## config.mk

```make
export PLATFORM = sky130hd
export DESIGN_NAME = sb_issue_gate
export DESIGN_NICKNAME = d
export VERILOG_FILES = /design/src/rtl/sb_pkg.sv /design/src/rtl/sb_operand_chk.sv /design/src/rtl/sb_ready_table.sv /design/src/rtl/sb_issue_gate.sv
export SDC_FILE = /design/constraint.sdc
export NUM_CORES = 1
export LEC_CHECK = 0
export ABC_CLOCK_PERIOD_IN_PS = 3000
export CAP_MARGIN = 5
export CORE_MARGIN = 4
export CORE_UTILIZATION = 65
export DETAILED_ROUTE_END_ITERATION = 8
export DONT_BUFFER_PORTS = 1
export PLACE_DENSITY = 0.85
export SLEW_MARGIN = 0
export SYNTH_ARGS = -nofsm -noshare
export SYNTH_HDL_FRONTEND = slang
export SYNTH_SLANG_ARGS = --single-unit
```

## constraint.sdc

```tcl
create_clock -name clk -period 3 [get_ports clk]
set_clock_uncertainty 0.1 [all_clocks]
set_input_delay 0.3 -clock clk [delete_from_list [all_inputs] [get_ports clk]]
set_output_delay 0.3 -clock clk [all_outputs]
set_load 0.1 [all_outputs]
```

## src/rtl/sb_pkg.sv

```systemverilog
`timescale 1ns/1ps
package sb_pkg;
    localparam int SB_NREGS  = 8;
    localparam int SB_NSRC   = 2;
    localparam int SB_NCPL   = 2;
    localparam int SB_NUNITS = 2;

    function automatic int idx_bits(input int n);
        return (n > 1) ? $clog2(n) : 1;
    endfunction
endpackage

```

## src/rtl/sb_operand_chk.sv

```systemverilog
`timescale 1ns/1ps
module sb_operand_chk #(
    parameter int NUM_REGS = sb_pkg::SB_NREGS,
    parameter int NUM_CPL  = sb_pkg::SB_NCPL,
    localparam int AW      = sb_pkg::idx_bits(NUM_REGS)
) (
    input  logic [NUM_REGS-1:0]   reg_ready,
    input  logic [AW-1:0]         idx,
    input  logic [NUM_CPL-1:0]    cpl_valid,
    input  logic [NUM_CPL*AW-1:0] cpl_reg,
    output logic                  ready,
    output logic [NUM_CPL-1:0]    hit
);
    logic [NUM_CPL-1:0] match;
    logic               pending;

    for (genvar p = 0; p < NUM_CPL; p++) begin : g_match
        assign match[p] = cpl_valid[p] && (cpl_reg[p*AW +: AW] == idx);
    end

    assign pending = (idx != '0) && !reg_ready[idx];

    always_comb begin
        hit = '0;
        if (pending) begin
            for (int p = NUM_CPL - 1; p >= 0; p--) begin
                if (match[p]) begin
                    hit = '0;
                    hit[p] = 1'b1;
                end
            end
        end
        ready = !pending || (|match);
    end
endmodule

```

## src/rtl/sb_ready_table.sv

```systemverilog
`timescale 1ns/1ps
module sb_ready_table #(
    parameter int NUM_REGS = sb_pkg::SB_NREGS,
    parameter int NUM_CPL  = sb_pkg::SB_NCPL,
    localparam int AW      = sb_pkg::idx_bits(NUM_REGS)
) (
    input  logic                  clk,
    input  logic                  rst_n,
    input  logic [NUM_CPL-1:0]    cpl_valid,
    input  logic [NUM_CPL*AW-1:0] cpl_reg,
    input  logic                  clr_en,
    input  logic [AW-1:0]         clr_reg,
    output logic [NUM_REGS-1:0]   reg_ready
);
    typedef struct packed {
        logic [NUM_REGS-1:0] ready;
    } tbl_t;

    tbl_t st_d, st_q;

    always_comb begin
        st_d = st_q;
        for (int p = 0; p < NUM_CPL; p++) begin
            if (cpl_valid[p]) st_d.ready[cpl_reg[p*AW +: AW]] = 1'b1;
        end
        if (clr_en) st_d.ready[clr_reg] = 1'b0;
        st_d.ready[0] = 1'b1;
    end

    always_ff @(posedge clk) begin
        if (!rst_n) st_q <= '{ready: '1};
        else        st_q <= st_d;
    end

    assign reg_ready = st_q.ready;

    for (genvar p = 0; p < NUM_CPL; p++) begin : g_cpl_chk
        p_cpl_sets_r5: assert property (@(posedge clk) disable iff (!rst_n)
            (cpl_valid[p] && !(clr_en && clr_reg == cpl_reg[p*AW +: AW]))
            |=> reg_ready[$past(cpl_reg[p*AW +: AW])]);
    end

    p_clr_wins_r8: assert property (@(posedge clk) disable iff (!rst_n)
        (clr_en && clr_reg != '0) |=> !reg_ready[$past(clr_reg)]);

    p_zero_ready_r9: assert property (@(posedge clk) disable iff (!rst_n)
        reg_ready[0]);
endmodule

```

## src/rtl/sb_issue_gate.sv

```systemverilog
`timescale 1ns/1ps
module sb_issue_gate #(
    parameter int NUM_REGS  = sb_pkg::SB_NREGS,
    parameter int NUM_SRC   = sb_pkg::SB_NSRC,
    parameter int NUM_CPL   = sb_pkg::SB_NCPL,
    parameter int NUM_UNITS = sb_pkg::SB_NUNITS,
    localparam int AW       = sb_pkg::idx_bits(NUM_REGS),
    localparam int UW       = sb_pkg::idx_bits(NUM_UNITS)
) (
    input  logic                          clk,
    input  logic                          rst_n,
    input  logic                          head_valid,
    input  logic [NUM_SRC*AW-1:0]         head_src,
    input  logic [AW-1:0]                 head_dst,
    input  logic [UW-1:0]                 head_unit,
    input  logic [NUM_CPL-1:0]            cpl_valid,
    input  logic [NUM_CPL*AW-1:0]         cpl_reg,
    output logic [NUM_UNITS-1:0]          issue_gnt,
    output logic                          issue_stall,
    output logic [NUM_SRC*NUM_CPL-1:0]    byp_sel,
    output logic [NUM_REGS-1:0]           reg_ready
);
    logic [NUM_SRC-1:0]         src_ok;
    logic [NUM_SRC*NUM_CPL-1:0] src_hit;
    logic                       dst_ok;
    logic [NUM_CPL-1:0]         dst_hit;
    logic                       go;

    for (genvar s = 0; s < NUM_SRC; s++) begin : g_src
        sb_operand_chk #(.NUM_REGS(NUM_REGS), .NUM_CPL(NUM_CPL)) u_chk (
            .reg_ready (reg_ready),
            .idx       (head_src[s*AW +: AW]),
            .cpl_valid (cpl_valid),
            .cpl_reg   (cpl_reg),
            .ready     (src_ok[s]),
            .hit       (src_hit[s*NUM_CPL +: NUM_CPL])
        );

        p_src_blocks_r4: assert property (@(posedge clk) disable iff (!rst_n)
            (head_valid && head_src[s*AW +: AW] != '0 &&
             !reg_ready[head_src[s*AW +: AW]] &&
             !(|src_hit[s*NUM_CPL +: NUM_CPL]))
            |-> (issue_gnt == '0 && issue_stall));
    end

    sb_operand_chk #(.NUM_REGS(NUM_REGS), .NUM_CPL(NUM_CPL)) u_dst_chk (
        .reg_ready (reg_ready),
        .idx       (head_dst),
        .cpl_valid (cpl_valid),
        .cpl_reg   (cpl_reg),
        .ready     (dst_ok),
        .hit       (dst_hit)
    );

    assign go = head_valid && (&src_ok) && dst_ok;

    always_comb begin
        issue_gnt = '0;
        if (go) issue_gnt[head_unit] = 1'b1;
        issue_stall = head_valid && !go;
        byp_sel = go ? src_hit : '0;
    end

    sb_ready_table #(.NUM_REGS(NUM_REGS), .NUM_CPL(NUM_CPL)) u_table (
        .clk       (clk),
        .rst_n     (rst_n),
        .cpl_valid (cpl_valid),
        .cpl_reg   (cpl_reg),
        .clr_en    (go),
        .clr_reg   (head_dst),
        .reg_ready (reg_ready)
    );

    p_gnt_onehot_r2: assert property (@(posedge clk) disable iff (!rst_n)
        $onehot0(issue_gnt));

    p_waw_block_r6: assert property (@(posedge clk) disable iff (!rst_n)
        (head_valid && head_dst != '0 && !reg_ready[head_dst] && dst_hit == '0)
        |-> (issue_gnt == '0));

    p_byp_on_grant_r7: assert property (@(posedge clk) disable iff (!rst_n)
        (|byp_sel) |-> (|issue_gnt));

    p_idle_quiet_r10: assert property (@(posedge clk) disable iff (!rst_n)
        !head_valid |-> (issue_gnt == '0 && !issue_stall));

    p_grant_clears_r3: assert property (@(posedge clk) disable iff (!rst_n)
        ((|issue_gnt) && head_dst != '0) |=> !reg_ready[$past(head_dst)]);
endmodule

```

==> metrics.cfg <==
[finish]
final_nets = 161
stdcell_area_um2 = 1255
drive_gt1_share_pct = 27.34
syn_to_final_growth_pct = 19.26
largest_register_ffs = 7
antenna_cells_inserted = 0
nFillCells = 99
final_cells = 155

[clock_tree]
hold_buffers = 0
h-tree-depth = 1
cts-resized-gates = 0
clk_latency_ps = 260
path_clk_slew_ps = 50
cts_buffer_depth = 2
root_buffer = clkbuf_4
cts_buffers = 3
cts_tree = done
post_cts_buffers = 0
cts.sinks = 7

[logic_synthesis]
synth-seq-area-share_pct = 13.32
ys_ff_latch = 7
synthesis.nets = 155
synth_cell_types = 41
yosysWarnings = 0
synthFlopType = dfxtp_1
synth.top_cell.area_share_pct = 13.32
synth_area_um2 = 1052
async_flop_share_pct = 0
synth_top_cells_by_area = dfxtp_1 (13%), xnor2_1 (13%), nor3b_1 (6.4%), nor4b_1 (5.0%), mux2i_1 (4.8%)
synth-edff-count = 0
yosysMostFrequentCell = xnor2_1
netlist.top_cell.by_area = dfxtp_1
synth.avg_cell_area_um2 = 7.853
synth_commonest_cells = xnor2_1 (16), nand2_1 (13), nor3_1 (9), nor3b_1 (9)
netlist_instances = 134

[place]
detailed_place_hpwl_mm = 2.491
pre_cts_slack_ps = 689.5
place_inst = 151
dpl-instance-area_um2 = 1229
numPortBuffers = 0
gp_congestion = 0.9188

[pwr]
total_leakage_power_uw = 0.0004182
ir_drop_mv = 0.3072
power.density_nw_per_um2 = 269.9
power_uw = 338.7

[status]
status = completed

[route]
postRouteWirelength_mm = 3.224
first_pass_iters = 4
wl_per_cell_um = 20.80
ant_nets = 0
drcViolationCount = 0
drtIter0Drc = 49
via_per_inst = 7.426
vias = 1151

[setup_path]
critPathSlowestCell = o41ai_2
end_kind = output port
timing.rr.start = u_table.reg_ready[7]$_SDFF_PN1_
start_kind = flip-flop
crit_arrival_ps = 2200
cp_cell_sequence = nor3b_1, a211oi_1, o41ai_2, a31o_2, nor4_4, buf_4
path_class = flip-flop to output port
crit_start = u_table.reg_ready[2]$_SDFF_PN1_
path_buf_inv = 1
crit_fanout = 5
slowest_delay_ps = 550
cp.required_ps = 2600
crit_family = compound AO/OA/AOI/OAI gates

[global_route]
grt_overflow = 0
grt_pass1_vias = 1028
track_usage_pct = 30.76
grt_pass1_wl_mm = 4.830
antenna_found_initial = 0
grt_start_max_net_pins = 14

[sta]
tns_ps = 0
min_period_ps = 2601
tightest_slew_ps = 491.3
hold_viol = 0
fin_crit_sh_pct = 86.71
max_freq_mhz = 384.4
slew_viol_final = 0
rsz0062_at_grt = false
setup_viol = 0
finalWorstSetupSlack_ps = 398.8
slew_headroom_pct = 66.89

[floorplan]
die_w_um = 48.24
rows = 14
die-area_um2 = 2327
ioPinCount = 36
floorplan.initialDensity_pct = 69.05
coreArea_um2 = 1524
die_h_um = 48.24

[worst_hold_path]
min_from = head_dst[0]
hold_class = primary input to flip-flop

[run]
maxCapViolations = 0

-- cell type report --
class                           instances  area (µm²)  share of cell area [%]
Clock buffer                            4       26.28                   2.094
Multi-Input combinational cell        114       904.6                   72.08
Sequential cell                         7       148.9                   11.86
Tap cell                               16       20.02                   1.595
Timing Repair Buffer                   14       155.1                   12.36
-- where the power goes --
part,switching (µW),leakage (µW),internal (µW)
Combinational,94.4,0.000350,56.5
Sequential,3.47,0.0000535,95.8
Clock,37.5,0.0000150,50.9
-- logic make-up (layout without fill, tap and decap cells) --
group           count (synthesis)  in the layout  share of synthesized area (%)
simple gates                   67             67                          38.29
compound gates                 23             23                          18.31
xor+xnor                       16             16                          13.32
buf+inv                        13             18                          7.373
mux                             7              7                          9.037
flops                           7              7                          13.32
other cells                     1              1                         0.3564
-- final timing paths --
| path | end | slack (ps) | cells after the start |
|---|---|---|---|
| worst min register to register | u_table.reg_ready[5]$_SDFF_PN1_ | 470 | 2 |
| worst min-delay path | u_table.reg_ready[6]$_SDFF_PN1_ | 150 | 2 |
| worst max register to register | u_table.reg_ready[6]$_SDFF_PN1_ | 1200 | 5 |
| worst max-delay path | byp_sel[2] | 400 | 6 |
-- per-stage QoR --
stage | utilization [%] | hold slack, ps
floorplan | - | 437.8
global placement | 80.62 | 401.6
detailed placement | 80.62 | 407.7
CTS | 82.35 | 141.0
global route | 82.35 | 136.0
finish | 82.35 | 152.0
-- placed cells by master (no fill, tap or decap), types with 4 or more instances in the layout --
cell type,Yosys,final
xnor2_1,16,16
nand2_1,13,13
buf_4,1,10
nor3b_1,9,9
nor2_1,8,8
a21oi_1,8,8
dfxtp_2,0,7
nor4b_1,6,6
nand4_1,5,5
mux2i_1,5,5
nor3_1,9,5
nor3_4,0,4
buf_12,0,4
-- layer usage --
layer / share of wire (%) / track usage, %
met1: 38 / 36.95
met2: 47 / 48.18
met3: 12 / 10.70
met4: 2.3 / 15.59
met5: 0 / 0
(Power assumes the default switching activity.)
